**src/rtl/pdx_pkg.sv**
```systemverilog
package pdx_pkg;
  localparam int REG_W  = 9;
  localparam int DUP_POS = 8;
  localparam int CT_POS  = 7;
  localparam int RSV_W   = 7;

  typedef struct packed {
    logic dup_full;
    logic col_test;
  } ctl_bits_t;
endpackage

```
**src/rtl/pdx_ctl_reg.sv**
```systemverilog
module pdx_ctl_reg
  import pdx_pkg::*;
(
  input  logic             clk,
  input  logic             rst,
  input  logic             wr,
  input  logic [REG_W-1:0] wdata,
  output logic [REG_W-1:0] rdata,
  output ctl_bits_t        bits
);
  ctl_bits_t q;

  always_ff @(posedge clk) begin
    if (rst) begin
      q <= '0;
    end else if (wr) begin
      q.dup_full <= wdata[DUP_POS];
      q.col_test <= wdata[CT_POS];
    end
  end

  // reserved field is never stored
  assign rdata = {q.dup_full, q.col_test, {RSV_W{1'b0}}};
  assign bits  = q;
endmodule

```
**src/rtl/pdx_resolver.sv**
```systemverilog
module pdx_resolver (
  input  logic clk,
  input  logic rst,
  input  logic strap_sw,
  input  logic dpx_pin,
  input  logic an_en,
  input  logic an_full,
  input  logic lpbk,
  input  logic reg_dup,
  output logic duplex_full
);
  logic nxt;

  // priority: strap pin, then negotiation, then loopback hold, then register
  always_comb begin
    if (!strap_sw)   nxt = dpx_pin;
    else if (an_en)  nxt = an_full;
    else if (lpbk)   nxt = duplex_full;
    else             nxt = reg_dup;
  end

  always_ff @(posedge clk) begin
    if (rst) duplex_full <= 1'b0;
    else     duplex_full <= nxt;
  end
endmodule

```
**src/rtl/pdx_col_timer.sv**
```systemverilog
module pdx_col_timer #(
  parameter int ASSERT_TICKS   = 8,
  parameter int DEASSERT_TICKS = 2
) (
  input  logic clk,
  input  logic rst,
  input  logic enable,
  input  logic tx_en,
  input  logic bit_tick,
  output logic col
);
  localparam int MAXT = (ASSERT_TICKS > DEASSERT_TICKS) ? ASSERT_TICKS : DEASSERT_TICKS;
  localparam int CW   = $clog2(MAXT + 1);

  logic [CW-1:0] cnt;
  logic [CW-1:0] last;

  assign last = col ? CW'(DEASSERT_TICKS - 1) : CW'(ASSERT_TICKS - 1);

  always_ff @(posedge clk) begin
    if (rst || !enable) begin
      col <= 1'b0;
      cnt <= '0;
    end else if (tx_en == col) begin
      cnt <= '0;                 // no pending change: restart the count
    end else if (bit_tick) begin
      if (cnt >= last) begin
        col <= ~col;
        cnt <= '0;
      end else begin
        cnt <= cnt + 1'b1;
      end
    end
  end
endmodule

```
**src/rtl/pdx_ctl.sv**
```systemverilog
module pdx_ctl
  import pdx_pkg::*;
#(
  parameter int ASSERT_TICKS   = 8,
  parameter int DEASSERT_TICKS = 2
) (
  input  logic             clk,
  input  logic             rst,
  input  logic             reg_wr,
  input  logic [REG_W-1:0] reg_wdata,
  output logic [REG_W-1:0] reg_rdata,
  input  logic             strap_sw,
  input  logic             dpx_pin,
  input  logic             an_en,
  input  logic             an_full,
  input  logic             lpbk,
  input  logic             tx_en,
  input  logic             bit_tick,
  output logic             col,
  output logic             duplex_full
);
  ctl_bits_t bits;

  pdx_ctl_reg u_reg (
    .clk(clk), .rst(rst), .wr(reg_wr), .wdata(reg_wdata),
    .rdata(reg_rdata), .bits(bits)
  );

  pdx_resolver u_res (
    .clk(clk), .rst(rst), .strap_sw(strap_sw), .dpx_pin(dpx_pin),
    .an_en(an_en), .an_full(an_full), .lpbk(lpbk),
    .reg_dup(bits.dup_full), .duplex_full(duplex_full)
  );

  pdx_col_timer #(.ASSERT_TICKS(ASSERT_TICKS), .DEASSERT_TICKS(DEASSERT_TICKS)) u_col (
    .clk(clk), .rst(rst), .enable(bits.col_test), .tx_en(tx_en),
    .bit_tick(bit_tick), .col(col)
  );
endmodule

```
**config.mk**
```make
export PLATFORM = sky130hd
export DESIGN_NAME = pdx_ctl
export DESIGN_NICKNAME = d
export VERILOG_FILES = /design/src/rtl/pdx_pkg.sv /design/src/rtl/pdx_ctl_reg.sv /design/src/rtl/pdx_resolver.sv /design/src/rtl/pdx_col_timer.sv /design/src/rtl/pdx_ctl.sv
export SDC_FILE = /design/constraint.sdc
export NUM_CORES = 1
export LEC_CHECK = 0
export BUFFER_PORTS_ARGS = -buffer_cell sky130_fd_sc_hd__buf_2
export CORE_AREA = 2 2 39 41
export DETAILED_ROUTE_END_ITERATION = 7
export DIE_AREA = 0 0 41 43
export PLACE_DENSITY = 0.67
export RECOVER_POWER = 100
export SYNTH_ARGS = -nofsm -noshare
export SYNTH_HDL_FRONTEND = slang
export SYNTH_HIERARCHICAL = 1
export SYNTH_SLANG_ARGS = --single-unit
```
**constraint.sdc**
```tcl
create_clock -name clk -period 1.45 [get_ports clk]
set_clock_uncertainty 0.05 [all_clocks]
set_input_delay 0.2175 -clock clk [delete_from_list [all_inputs] [get_ports clk]]
set_output_delay 0.2175 -clock clk [all_outputs]
set_load 0.02 [all_outputs]
```
==> impl_results.md <==
* Outcome: completed
* TritonCTS Buffers at 3
* Via count of the first global-routing pass at 367
* Worst ir drop on vdd at roughly 0.00053 V
* Dominant cell type by area after synthesis: sky130_fd_sc_hd__dfxtp_1
* Worst Setup End Kind: register
* Kind of start point of the critical path: register
* Arrival time reported for the critical path endpoint at 1470 ps
* Cell family with most CP delay: compound AO/OA/AOI/OAI gates
* RSZ-0062 raised after global routing: no
* Switching component of the power at about 120 uW
* CTS max path bufs at 2
* Highest clock frequency the design can meet at between 700 and 800 MHz
* Net count of the finished layout at 94
* Clock network fraction of total power at between 30% and 40%
* Count of maximum capacitance violations at 0
* Via Count at between 400 and 500
* Clock-pin slew reported for the worst setup and hold paths after clock tree synthesis at around 60 ps
* Peak fanout along the critical path at 6
* Weighted congestion reported at the end of routability-driven placement at 0.640
* Number of synthesized register bits at 8
* Area delta synth->final at 18.8%
* Yosys warns at 6
* Layout filler cell count at approximately 140
* Min-Delay Path Depth at 2
* Number of nets with antenna violations after detailed routing at 0
* Ports placed on the boundary at 30
* Req. time, crit path at about 1500 ps
* Logic gate share of total power at between 10% and 20%
* I/O Buffers at 15
* Layout cells sized above 1 at a little under a third
* Final total power at 466 uW
* Fraction of post-synthesis cell area in the top cell type by area at a little under a third
* Crit. path cell count at 4
* Overall overflow remaining after global route at 0
* DRC violation count after routing at 0
* Global-route usage over all layers at between 10% and 20%
* Netlist cell types at 22
* Final Critical Period at about 1400 ps
* Area of the die at between 1500 and 2000 um^2
* Summed negative setup slack over all endpoints at 0 ps
* Share of synthesized area occupied by flip-flops and latches at 31.7%
* Share of synthesized registers carrying an async set or reset at 0%
* Depth of the worst register-to-register path at 4
* DIE WIDTH at approximately 41 um
* Static Leak at about 0.00025 uW
* Antenna diodes at 0
* Placeable core region at between 1000 and 1500 um^2
* Largest cells by area after synthesis: sky130_fd_sc_hd__dfxtp_1 32%, sky130_fd_sc_hd__buf_4 13%, sky130_fd_sc_hd__mux2i_1 7.9%, sky130_fd_sc_hd__ha_1 7.4%, sky130_fd_sc_hd__nand2b_1 5.0%
* Post-DP HPWL at between 600 and 700 um
* Avg Cell Area, Syn at roughly 9.4 um^2
* Hold/Removal Path Class: input pin to register
* Cell Rows at 14
* Ordered cell list for the critical path: ha_4, a211oi_4, a21boi_1, mux2i_1
* Share of the clock period used by the worst path at a little over nine tenths
* Pin count of the biggest net entering global routing at 10
* Drt first-iter violations at 4
* Area taken by multi-input logic gates at around 320 um^2
* Routed Wire Length at about 800 um
* Most frequently used cell type in the post-synthesis netlist: sky130_fd_sc_hd__buf_4
* Internal Dissipation at approximately 340 uW
* Worst path max stage delay at 380 ps
* Number of synthesized flops with an enable pin at 0
* Final-report max-slew violation count at 0
* Total iterations of the first detailed-routing run at 4
* Hold bufs inserted after CTS at 0
* Footprint of the flip-flops and latches at between 150 and 200 um^2
* Root Buffer Master: sky130_fd_sc_hd__clkbuf_4
* Number of failing hold endpoints at the final stage at 0
* Category of the most critical setup path: register to register
* Effective utilization at floorplan at ~37%
* Main synth FF type: sky130_fd_sc_hd__dfxtp_1
* Number of setup violations in the final report at 0
* Power Density at 776 nW/um^2
* Number of clock sinks at 8
* Part of the total power dissipated in sequential elements at approximately half
* Clock latency on the worst-skew pair at approximately 260 ps
* WP buf/inv at 0
* Cells after synthesis at 54
* Initial antenna violation count at 0
* Final cell utilization of the core at between 40% and 50%
* Wire length of the first global-routing pass at between 1000 and 1500 um
* Cell type of the slowest stage on the worst timing path: sky130_fd_sc_hd__dfxtp_2
* DIE HEIGHT at between 40 and 50 um
* Fraction of power spent switching nets at between 20% and 30%
* Post-CTS setup repair buffer count at 0
* Clock tree from TritonCTS: built
* DR vias/cell at around 5
* Combined area of all synthesized cells at ~510 um^2
* WL per Instance at between 9 and 10 um
* Number of H-tree levels at 1
* Most frequent cells after synthesis: 9 x sky130_fd_sc_hd__buf_4, 8 x sky130_fd_sc_hd__dfxtp_1, 4 x sky130_fd_sc_hd__mux2i_1, 4 x sky130_fd_sc_hd__nand2b_1
## cell families after synthesis
family                     count (synthesis)  synth area share, %
AOI/OAI and AO/OA                          7                 11.4
xor gates and xnor gates                   1                 1.73
adders and majority gates                  3                 7.43
buffers and inverters                      9                 13.4
DFF                                        8                 31.7
muxes                                      4                 7.92
other                                      1                0.742
and+or+nand+nor                           21                 25.7
## sequential cells by signal, summed over array words and instances, names as in the netlist
register,flops
u_col/cnt,4
u_reg/bits,2
u_col/col,1
u_res/duplex_full,1
## worst paths after layout
kind	start	to	slack, ps
worst max register to register	u_col/cnt[2]	u_col/col	70
worst min-delay path	rst	u_reg/bits[0]	140
worst max-delay path	u_col/cnt[2]	u_col/col	70
worst min register to register	u_col/cnt[3]	u_col/cnt[3]	460
## stage by stage
stage               area [um^2]  setup WS (ps)  cells  hold WS (ps)
floorplan                   529           62.9     60           240
global placement            564           29.7     83           402
detailed placement          564          -9.70     83           410
CTS                         604           47.5     86           140
global route                601           11.3     86           151
finish                      601           66.7     86           144
## power groups by stage
stage	Clock, uW	Combinational [uW]	Sequential, uW
5_1_grt	196	73.0	229
3_5_place_dp	0	67.2	234
2_1_floorplan	0	56.5	236
3_3_place_gp	0	66.2	234
4_1_cts	181	67.3	229
6_report	173	65.4	228
## repair_timing
action                                  in CTS  in global routing
endpoints found under the setup margin       2                  4
pin swaps                                    1                  4
resized for setup                            3                  3
## placed cells by master (no fill, tap or decap), types with 2 or more instances in the layout
master,synthesis,layout
sky130_fd_sc_hd__nand4_1,2,2
sky130_fd_sc_hd__nand4b_1,2,2
sky130_fd_sc_hd__nor2_1,2,2
sky130_fd_sc_hd__a21oi_1,3,3
sky130_fd_sc_hd__buf_2,0,11
sky130_fd_sc_hd__dfxtp_1,8,6
sky130_fd_sc_hd__clkbuf_1,0,4
sky130_fd_sc_hd__clkbuf_4,0,3
sky130_fd_sc_hd__conb_1,1,7
sky130_fd_sc_hd__nand2b_1,4,4
sky130_fd_sc_hd__nor2b_1,2,2
sky130_fd_sc_hd__mux2i_1,4,4
sky130_fd_sc_hd__nand3_1,2,2
sky130_fd_sc_hd__nand2_1,3,3
## routing by layer
layer  GRT usage [%]  share of wire (%)  vias up
met5               0                  0        -
met4            2.00                  0        0
met3            7.85                9.3        0
met2            16.6                 49       18
met1            14.6                 42      190
li1                -                  -      210
## worst reg2reg max path: stages, from the launching register on
cell and delay (ps):
sky130_fd_sc_hd__dfxtp_2 380, sky130_fd_sc_hd__ha_4 230, sky130_fd_sc_hd__a211oi_4 320, sky130_fd_sc_hd__a21boi_1 140, sky130_fd_sc_hd__mux2i_1 140
## final cells by class
class | count | share of cell area [%]
Multi-Input combinational cell | 43 | 52.5
Sequential cell | 8 | 27.5
Timing Repair Buffer | 16 | 12.9
Clock buffer | 3 | 3.75
Tap cell | 16 | 3.33
Note: power is estimated with default switching activity, not from simulation.
